`config.mk`:
```
export PLATFORM = sky130hd
export DESIGN_NAME = lin_master_hdr_tx
export DESIGN_NICKNAME = d
export VERILOG_FILES = /design/src/rtl/lin_hdr_pkg.sv /design/src/rtl/lin_baud_gen.sv /design/src/rtl/lin_seg_shifter.sv /design/src/rtl/lin_hdr_seq.sv /design/src/rtl/lin_master_hdr_tx.sv
export SDC_FILE = /design/constraint.sdc
export NUM_CORES = 1
export LEC_CHECK = 0
export BUFFER_PORTS_ARGS = -buffer_cell sky130_fd_sc_hd__buf_2
export CAP_MARGIN = 20
export CORE_MARGIN = 4
export CORE_UTILIZATION = 62
export CTS_BUF_LIST = sky130_fd_sc_hd__clkbuf_8
export DETAILED_ROUTE_END_ITERATION = 12
export PLACE_DENSITY = 0.91
export SLEW_MARGIN = 10
export SYNTH_ARGS = -nofsm -noshare
export SYNTH_HDL_FRONTEND = slang
export SYNTH_SLANG_ARGS = --single-unit
```
`constraint.sdc`:
```
create_clock -name clk -period 7.8 [get_ports clk]
set_clock_uncertainty 0.15 [all_clocks]
set_input_delay 0 -clock clk [delete_from_list [all_inputs] [get_ports clk]]
set_output_delay 0 -clock clk [all_outputs]
set_load 0.005 [all_outputs]
```
`src/rtl/lin_hdr_pkg.sv`:
```
package lin_hdr_pkg;

    typedef enum logic [1:0] {
        RATE_2400   = 2'd0,
        RATE_9600   = 2'd1,
        RATE_19200  = 2'd2,
        RATE_19200B = 2'd3
    } rate_e;

    typedef enum logic [1:0] {
        SEG_IDLE,
        SEG_BREAK,
        SEG_SYNC,
        SEG_IDENT
    } seg_e;

    localparam int          BREAK_LOW_BITS = 13;
    localparam int          UART_BITS      = 10;
    localparam logic [7:0]  SYNC_VALUE     = 8'h55;

    // identifier with its two protection bits on top
    function automatic logic [7:0] protect_id(input logic [5:0] id);
        logic p_lo;
        logic p_hi;
        p_lo = id[0] ^ id[1] ^ id[2] ^ id[4];
        p_hi = ~(id[1] ^ id[3] ^ id[4] ^ id[5]);
        return {p_hi, p_lo, id};
    endfunction

    // stop bit, data, start bit: element 0 leaves the wire first
    function automatic logic [UART_BITS-1:0] uart_frame(input logic [7:0] b);
        return {1'b1, b, 1'b0};
    endfunction

endpackage

```
`src/rtl/lin_baud_gen.sv`:
```
module lin_baud_gen
    import lin_hdr_pkg::*;
#(
    parameter int CLK_HZ = 48_000_000
) (
    input  logic       clk,
    input  logic       rst,
    input  logic       run,
    input  rate_e      rate,
    output logic       tick
);
    localparam int DIV_SLOW = CLK_HZ / 2400;
    localparam int DIV_MID  = CLK_HZ / 9600;
    localparam int DIV_FAST = CLK_HZ / 19200;
    localparam int CW       = $clog2(DIV_SLOW + 1);

    localparam logic [CW-1:0] LAST_SLOW = CW'(DIV_SLOW - 1);
    localparam logic [CW-1:0] LAST_MID  = CW'(DIV_MID - 1);
    localparam logic [CW-1:0] LAST_FAST = CW'(DIV_FAST - 1);

    logic [CW-1:0] cnt;
    logic [CW-1:0] last_val;

    always_comb begin
        case (rate)
            RATE_2400: last_val = LAST_SLOW;
            RATE_9600: last_val = LAST_MID;
            default:   last_val = LAST_FAST;
        endcase
    end

    assign tick = run && (cnt == last_val);

    always_ff @(posedge clk) begin
        if (rst || !run || tick) begin
            cnt <= '0;
        end else begin
            cnt <= cnt + 1'b1;
        end
    end

endmodule

```
`src/rtl/lin_seg_shifter.sv`:
```
module lin_seg_shifter #(
    parameter int W  = 14,
    parameter int LW = 4
) (
    input  logic          clk,
    input  logic          rst,
    input  logic          load,
    input  logic [W-1:0]  load_bits,
    input  logic [LW-1:0] load_len,
    input  logic          tick,
    output logic          txd,
    output logic          last
);
    logic [W-1:0]  shreg;
    logic [LW-1:0] remain;

    always_ff @(posedge clk) begin
        if (rst) begin
            shreg  <= '1;
            remain <= '0;
        end else if (load) begin
            shreg  <= load_bits;
            remain <= load_len;
        end else if (tick && remain != '0) begin
            shreg  <= {1'b1, shreg[W-1:1]};
            remain <= remain - 1'b1;
        end
    end

    assign txd  = shreg[0];
    assign last = (remain == LW'(1));

endmodule

```
`src/rtl/lin_hdr_seq.sv`:
```
module lin_hdr_seq
    import lin_hdr_pkg::*;
#(
    parameter int DELIM_BITS = 1,
    parameter int W          = 14,
    parameter int LW         = 4
) (
    input  logic          clk,
    input  logic          rst,
    input  logic          start,
    input  logic [5:0]    frame_id,
    input  logic [1:0]    baud_sel,
    input  logic          tick,
    input  logic          last,
    output logic          run,
    output rate_e         rate,
    output logic          load,
    output logic [W-1:0]  load_bits,
    output logic [LW-1:0] load_len,
    output logic          busy,
    output logic          done
);
    localparam int BRK_LEN = BREAK_LOW_BITS + DELIM_BITS;

    seg_e       seg;
    logic [5:0] id_q;
    logic       seg_end;
    logic       accept;

    assign accept  = (seg == SEG_IDLE) && start;
    assign seg_end = tick && last;

    always_ff @(posedge clk) begin
        if (rst) begin
            seg  <= SEG_IDLE;
            id_q <= '0;
            rate <= RATE_19200;
            done <= 1'b0;
        end else begin
            done <= (seg == SEG_IDENT) && seg_end;
            if (accept) begin
                seg  <= SEG_BREAK;
                id_q <= frame_id;
                rate <= rate_e'(baud_sel);
            end else if (seg_end) begin
                case (seg)
                    SEG_BREAK: seg <= SEG_SYNC;
                    SEG_SYNC:  seg <= SEG_IDENT;
                    default:   seg <= SEG_IDLE;
                endcase
            end
        end
    end

    always_comb begin
        load      = 1'b0;
        load_bits = '1;
        load_len  = '0;
        if (accept) begin
            load      = 1'b1;
            load_bits = {W{1'b1}} << BREAK_LOW_BITS;
            load_len  = LW'(BRK_LEN);
        end else if (seg_end && seg == SEG_BREAK) begin
            load      = 1'b1;
            load_bits = {{(W-UART_BITS){1'b1}}, uart_frame(SYNC_VALUE)};
            load_len  = LW'(UART_BITS);
        end else if (seg_end && seg == SEG_SYNC) begin
            load      = 1'b1;
            load_bits = {{(W-UART_BITS){1'b1}}, uart_frame(protect_id(id_q))};
            load_len  = LW'(UART_BITS);
        end
    end

    assign busy = (seg != SEG_IDLE);
    assign run  = busy;

endmodule

```
`src/rtl/lin_master_hdr_tx.sv`:
```
module lin_master_hdr_tx
    import lin_hdr_pkg::*;
#(
    parameter int CLK_HZ     = 48_000_000,
    parameter int DELIM_BITS = 1
) (
    input  logic       clk,
    input  logic       rst,
    input  logic [1:0] baud_sel,
    input  logic       start,
    input  logic [5:0] frame_id,
    output logic       txd,
    output logic       busy,
    output logic       done
);
    localparam int BRK_LEN = BREAK_LOW_BITS + DELIM_BITS;
    localparam int W       = (BRK_LEN > UART_BITS) ? BRK_LEN : UART_BITS;
    localparam int LW      = $clog2(W + 1);

    logic          run;
    logic          tick;
    logic          last;
    logic          load;
    logic [W-1:0]  load_bits;
    logic [LW-1:0] load_len;
    rate_e         rate;

    lin_hdr_seq #(
        .DELIM_BITS(DELIM_BITS),
        .W         (W),
        .LW        (LW)
    ) u_seq (
        .clk      (clk),
        .rst      (rst),
        .start    (start),
        .frame_id (frame_id),
        .baud_sel (baud_sel),
        .tick     (tick),
        .last     (last),
        .run      (run),
        .rate     (rate),
        .load     (load),
        .load_bits(load_bits),
        .load_len (load_len),
        .busy     (busy),
        .done     (done)
    );

    lin_baud_gen #(
        .CLK_HZ(CLK_HZ)
    ) u_baud (
        .clk (clk),
        .rst (rst),
        .run (run),
        .rate(rate),
        .tick(tick)
    );

    lin_seg_shifter #(
        .W (W),
        .LW(LW)
    ) u_shift (
        .clk      (clk),
        .rst      (rst),
        .load     (load),
        .load_bits(load_bits),
        .load_len (load_len),
        .tick     (tick),
        .txd      (txd),
        .last     (last)
    );

endmodule

```
==> impl_metrics.tcl, run 1 <==
set metrics [dict create \
    cp_max_fo 17 \
    cap_viol_max_count 0 \
    ys_seq_area_frac 0.410 \
    netlist_top_cells_count "dfxtp_1 (43), nor2_1 (35), nand2_1 (27)" \
    ios 14 \
    hold_path_depth 2 \
    synth-main-ff-cell "dfxtp_1" \
    rsz0062_at_grt "no" \
    crit_required_ns 7.84 \
    yosysWarnings 0 \
    r2r_start "u_seq.rate[0]" \
    htree_num_levels 2 \
    drive_gt1_frac 0.0943 \
    synth_fp_nets 265 \
    via_count 1782 \
    path_clk_slew_ns 0.08 \
    reg2reg_depth 6 \
    viasPerCell 5.77 \
    holdPathEnd "u_seq.rate[0]" \
    drt-initial-drc-count 120 \
    tightestPinTransition_ns 0.903 \
    switchingPower_uw 113 \
    grt_pass1_vias 1837 \
    die_w_um 66.2 \
    ys_seq_elements 43 \
    routabilityCongestion 0.830 \
    grt_max_degree 32 \
    top_layer_used "met4" \
    cts_buffer_depth 2 \
    synthTopCellsByArea "dfxtp_1 (41%), nor2_1 (6.3%), xnor2_1 (5.0%), nand2_1 (4.8%), a21oi_1 (4.8%)" \
    hold_viol 0 \
    synth_top_area_cell "dfxtp_1" \
    drc_errors 0 \
    endpoint_kind "register" \
    rows 20 \
    crit_type "reg -> reg" \
    holdWs_ns 0.0146 \
    insertion_delay_ns 0.30 \
    fin_crit_sh 0.392 \
    gr-usage-all-layers 0.254 \
    async_flop_share 0 \
    cts_sinks 43 \
    grt_overflow 0 \
    dr_wl_met3_um 194 \
    cp.arrival_ns 3.10 \
    drt-met1-wl_um 2060 \
    netlist_area_sq_um 2100 \
    cts_setup_buffers 0 \
    synth_cells 246 \
    cts_tree "built" \
    worst-r2r-setup-slack_ns 4.75 \
    synth_top_area_frac 0.410 \
    numPortBuffers 13 \
    p_int_uw 346 \
    area_growth_syn_to_layout_pct 12.9 \
    yosysMostFrequentCell "dfxtp_1" \
    min_path_type "in -> reg" \
    grt_pass1_wl_um 8450 \
    setup_viol 0 \
    core_area_sq_um 3150 \
    seqPwrFrac 0.522 \
    wl_um 4760 \
    fin_tns_setup_ns 0 \
    slew_viol_final 0 \
    synth-edff-count 0 \
    r2r_end "u_shift.shreg[3]" \
    crit_path_start_kind "register" \
    peakVddDrop_mv 0.150 \
    hp-start "rst" \
    power_frac_comb 0.107 \
    clock-root-buffer "clkbuf_8" \
    die_area_sq_um 4380 \
    wl_per_cell_um 15.4 \
    p_sw_frac 0.246 \
    hpwl_um 3050 \
    fin_nets 284 \
    maxClockFrequency_mhz 327 \
    p_leak_uw 0.000929 \
    chipHeight_um 66.2 \
    p_per_area_nw_per_um2 193 \
    numCtsBuffers 5 \
    pwr-share-clk 0.371 \
    crit_start "u_seq.rate[0]" \
    routed-wl-met2_um 2350 \
    antenna_found_initial 0 \
    max-slew-margin-rel 0.398 \
    cts-resized-gates 0 \
    post-route-min-period_ns 3.05 \
    initial_core_util 0.665 \
    ys_types 38 \
    status "finished, final reports clean" \
    final_antenna_net_count 0 \
    n_antenna_cell 0 \
    syn_area_per_cell_sq_um 8.53 \
    first_pass_iters 4 \
]
## layer usage
layer	vias up	track usage
li1	883	-
met1	833	0.308
met2	48	0.415
met3	18	0.0561
met4	0	0.135
met5	-	0
## cells by family (layout without fill, tap and decap cells)
kind of cell	count (synthesis)	count (layout)	share of synthesized area
AO/OA/AOI/OAI	48	48	0.157
AND/OR/NAND/NOR	99	99	0.225
flip-flops	43	43	0.410
multiplexers	7	7	0.0340
XOR/XNOR	22	22	0.0918
adder cells (fa/ha/maj)	8	8	0.0477
buffers and inverters	19	38	0.0346
## layout by cell type (no fill, tap or decap), types with 10 or more instances in the layout
cell type	n
a21oi_1	20
buf_2	13
nand2_1	27
xnor2_1	12
nor2_1	35
xor2_1	10
dfxtp_1	43
inv_1	10
## critical path, stage by stage (launching register included)
cell       delay (ns)
dfxtp_1          0.36
or4b_1           0.54
a21o_1           0.22
a2111oi_4        0.80
a21boi_4         0.38
nor2_2           0.11
a221o_1          0.38
## worst max path at each step
stage               slack (ns)          endpoint  cells past startpoint
floorplan                 5.35  u_shift.shreg[1]                      6
global placement          4.90  u_shift.shreg[1]                      6
detailed placement        4.80  u_shift.shreg[3]                      6
CTS                       4.79  u_shift.shreg[3]                      6
global route              4.59  u_shift.shreg[5]                      6
finish                    4.75  u_shift.shreg[3]                      6
## flip-flops by register name, indices dropped and copies added, names as in the netlist
signal,cells
u_seq.rate,2
u_seq.id_q,6
u_shift.shreg,13
u_seq.seg,2
u_shift.remain,4
u_baud.cnt,15
u_seq.done,1
## per-stage QoR
step                      cell area, sq um   util  setup slack, ns  power, uW  instances
after CTS                             2370  0.752             4.79        457        309
after global placement                2180  0.692             4.90        286        294
final                                 2370  0.752             4.75        458        309
after global routing                  2370  0.752             4.59        475        309
after detailed placement              2180  0.692             4.80        288        294
after floorplan                       2100      -             5.35        276        246
## final cells by class
| cell class | count | area [sq um] |
|---|---|---|
| fillers | 231 | 783 |
| clock buffers | 5 | 68.8 |
| clock inverters | 2 | 37.5 |
| repair buffers | 21 | 145 |
| well taps | 44 | 55.1 |
| multi-input cells | 184 | 1160 |
| inverters | 10 | 37.5 |
| flip-flops and latches | 43 | 861 |
## repair_timing
item                                   in CTS  in global routing
endpoints found under the hold margin       8                  0
setup endpoints to repair                   0                  0
hold buffers                                8                  0
## power groups by stage
stage | Sequential, uW | Clock [uW] | Combinational [uW]
after detailed placement | 244 | 0 | 44.2
final | 239 | 170 | 49.0
after global placement | 243 | 0 | 42.8
after CTS | 239 | 170 | 47.7
after floorplan | 242 | 0 | 34.5
after global routing | 240 | 179 | 55.6
Power figures use the tool's default switching activity.
==> inputs of run 2 (changes only) <==
Clock period 7.8 ns to 3.1 ns, I/O delays scaled along.
==> run 2 against run 1 <==
Wire length decreased by 3.1%; combinational power rose to 2.5 times the previous value; final cell count rose by 0.65%; largest cell class unchanged; largest power group unchanged.
==> impl_metrics.tcl, run 2 (synthesis results as in run 1) <==
set metrics [dict create \
    grt_max_degree 32 \
    largest_reg_flops 15 \
    cap_viol_max_count 0 \
    maxClockFrequency_mhz 396 \
    fin_tns_setup_ns 0 \
    post-route-min-period_ns 2.52 \
    power.total_uw 1230 \
    final_util 0.762 \
    cts_buffer_depth 2 \
    endpoint_kind "register" \
    holdPathEnd "u_shift.remain[1]" \
    routed-wl-met2_um 2180 \
    status "finished, final reports clean" \
    max-slew-margin-rel 0.616 \
    cts_tree "built" \
    final_common_cell "dfxtp_1" \
    cts_sinks 43 \
    p_int_uw 954 \
    rows 20 \
    r2r_start "u_baud.cnt[4]" \
    pwr-share-clk 0.412 \
    crit_family "simple AND/OR/NAND/NOR gates" \
    gr-usage-all-layers 0.239 \
    area_growth_syn_to_layout_pct 14.6 \
    grt_overflow 0 \
    seqPwrFrac 0.487 \
    core_area_sq_um 3150 \
    switchingPower_uw 281 \
    p_per_area_nw_per_um2 514 \
    cp.arrival_ns 2.54 \
    cts_setup_buffers 0 \
    hold_path_depth 2 \
    rsz0062_at_grt "no" \
    wl_um 4610 \
    mostFrequentLayoutCells "dfxtp_1 (43), nor2_1 (35), nand2_1 (27)" \
    first_pass_iters 4 \
    chipHeight_um 66.2 \
    largestRegisters "u_baud.cnt: 15 flops, u_shift.shreg: 13 flops, u_seq.id_q: 6 flops" \
    cp_max_fo 16 \
    grt_pass1_vias 1717 \
    clock-root-buffer "clkbuf_8" \
    hpwl_um 2970 \
    grt_pass1_wl_um 7980 \
    top_layer_used "met4" \
    slew_viol_final 0 \
    wl_per_cell_um 14.8 \
    drive_gt1_frac 0.0974 \
    fin_crit_sh 0.814 \
    cp.buffers_inverters 1 \
    dr_wl_met3_um 243 \
    worst-r2r-setup-slack_ns 0.58 \
    hold_viol 0 \
    via_count 1783 \
    crit_cells 6 \
    peakVddDrop_mv 0.453 \
    top_register "u_baud.cnt" \
    insertion_delay_ns 0.30 \
    power_frac_comb 0.101 \
    setup_viol 0 \
    crit_path_start_kind "register" \
    die_w_um 66.2 \
    cpPeakStageDelay_ns 0.45 \
    initial_core_util 0.665 \
    drt-initial-drc-count 138 \
    reg2reg_depth 6 \
    fin_nets 285 \
    hp-start "rst" \
    p_leak_uw 0.000954 \
    drc_errors 0 \
    antenna_found_initial 0 \
    crit_required_ns 3.11 \
    routabilityCongestion 0.847 \
    fill_cells 222 \
    die_area_sq_um 4380 \
    cts-resized-gates 0 \
    worst_path_max_delay_cell "or4b_1" \
    critical_path.cell_chain "or4b_1 > a21o_1 > a2111oi_4 > buf_4 > or3_1 > nor2_1" \
    p_sw_frac 0.228 \
    drt-met1-wl_um 2040 \
    n_antenna_cell 0 \
    path_clk_slew_ns 0.08 \
    viasPerCell 5.73 \
    tightestPinTransition_ns 0.575 \
    r2r_end "u_baud.cnt[6]" \
    design_area_sq_um 2400 \
    htree_num_levels 2 \
    final_antenna_net_count 0 \
    numPortBuffers 13 \
    holdWs_ns 0.0278 \
    place_area_sq_um 2190 \
    crit_type "reg -> reg" \
    ios 14 \
    min_path_type "in -> reg" \
    numCtsBuffers 5 \
]
run 2: cell types whose count changed in the layout (fill, tap and decap cells not counted), sizes merged:
cell / change
buf: +1
clkinvlp: -1
bufinv: +1
inv: +1
run 2: final cells by class:
type                       instances  area [sq um]  area share
multi-input combinational        184          1160       0.485
sequential                        43           861       0.358
timing repair buffer              22           153      0.0635
clock buffer                       5          68.8      0.0286
clock inverter                     3          63.8      0.0265
tap                               44          55.1      0.0229
inverter                          10          37.5      0.0156
run 2: layer usage:
layer / global-route usage / vias up
met5: 0 / -
met4: 0.107 / 0
met3: 0.0697 / 18
met2: 0.373 / 56
met1: 0.304 / 826
li1: - / 883
run 2: worst register-to-register path, delay by kind of cell (launching register included):
kind | cells | cell delay [ns]
flops | 1 | 0.43
compound gates | 2 | 0.54
simple gates | 3 | 1.02
buf+inv | 1 | 0.27
run 2: power groups by stage:
stage | Clock (uW) | Combinational, uW | Sequential (uW)
finish | 509 | 124 | 602
CTS | 511 | 121 | 600
global placement | 0 | 108 | 613
global route | 538 | 141 | 605
detailed placement | 0 | 112 | 613
floorplan | 0 | 86.7 | 608
run 2: worst max-delay path by stage:
stage / start / to / slack, ns
after floorplan: u_seq.rate[0] / u_shift.shreg[1] / 0.65
after global placement: u_baud.cnt[4] / u_baud.cnt[14] / 0.65
after detailed placement: u_baud.cnt[4] / u_baud.cnt[13] / 0.60
after CTS: u_baud.cnt[4] / u_baud.cnt[4] / 0.57
after global routing: u_baud.cnt[4] / u_baud.cnt[13] / 0.40
final: u_baud.cnt[4] / u_baud.cnt[6] / 0.58
run 2: stage by stage:
step / std cells / worst slack, ns
3_3_place_gp: 295 / 0.648
2_1_floorplan: 246 / 0.647
4_1_cts: 311 / 0.569
5_1_grt: 311 / 0.401
6_report: 311 / 0.575
3_5_place_dp: 295 / 0.596
run 2: what timing repair did:
item | 4_1_cts | 5_1_grt
endpoints found under the setup margin | 0 | 0
hold buffers | 8 | 0
hold endpoints to repair | 8 | 0
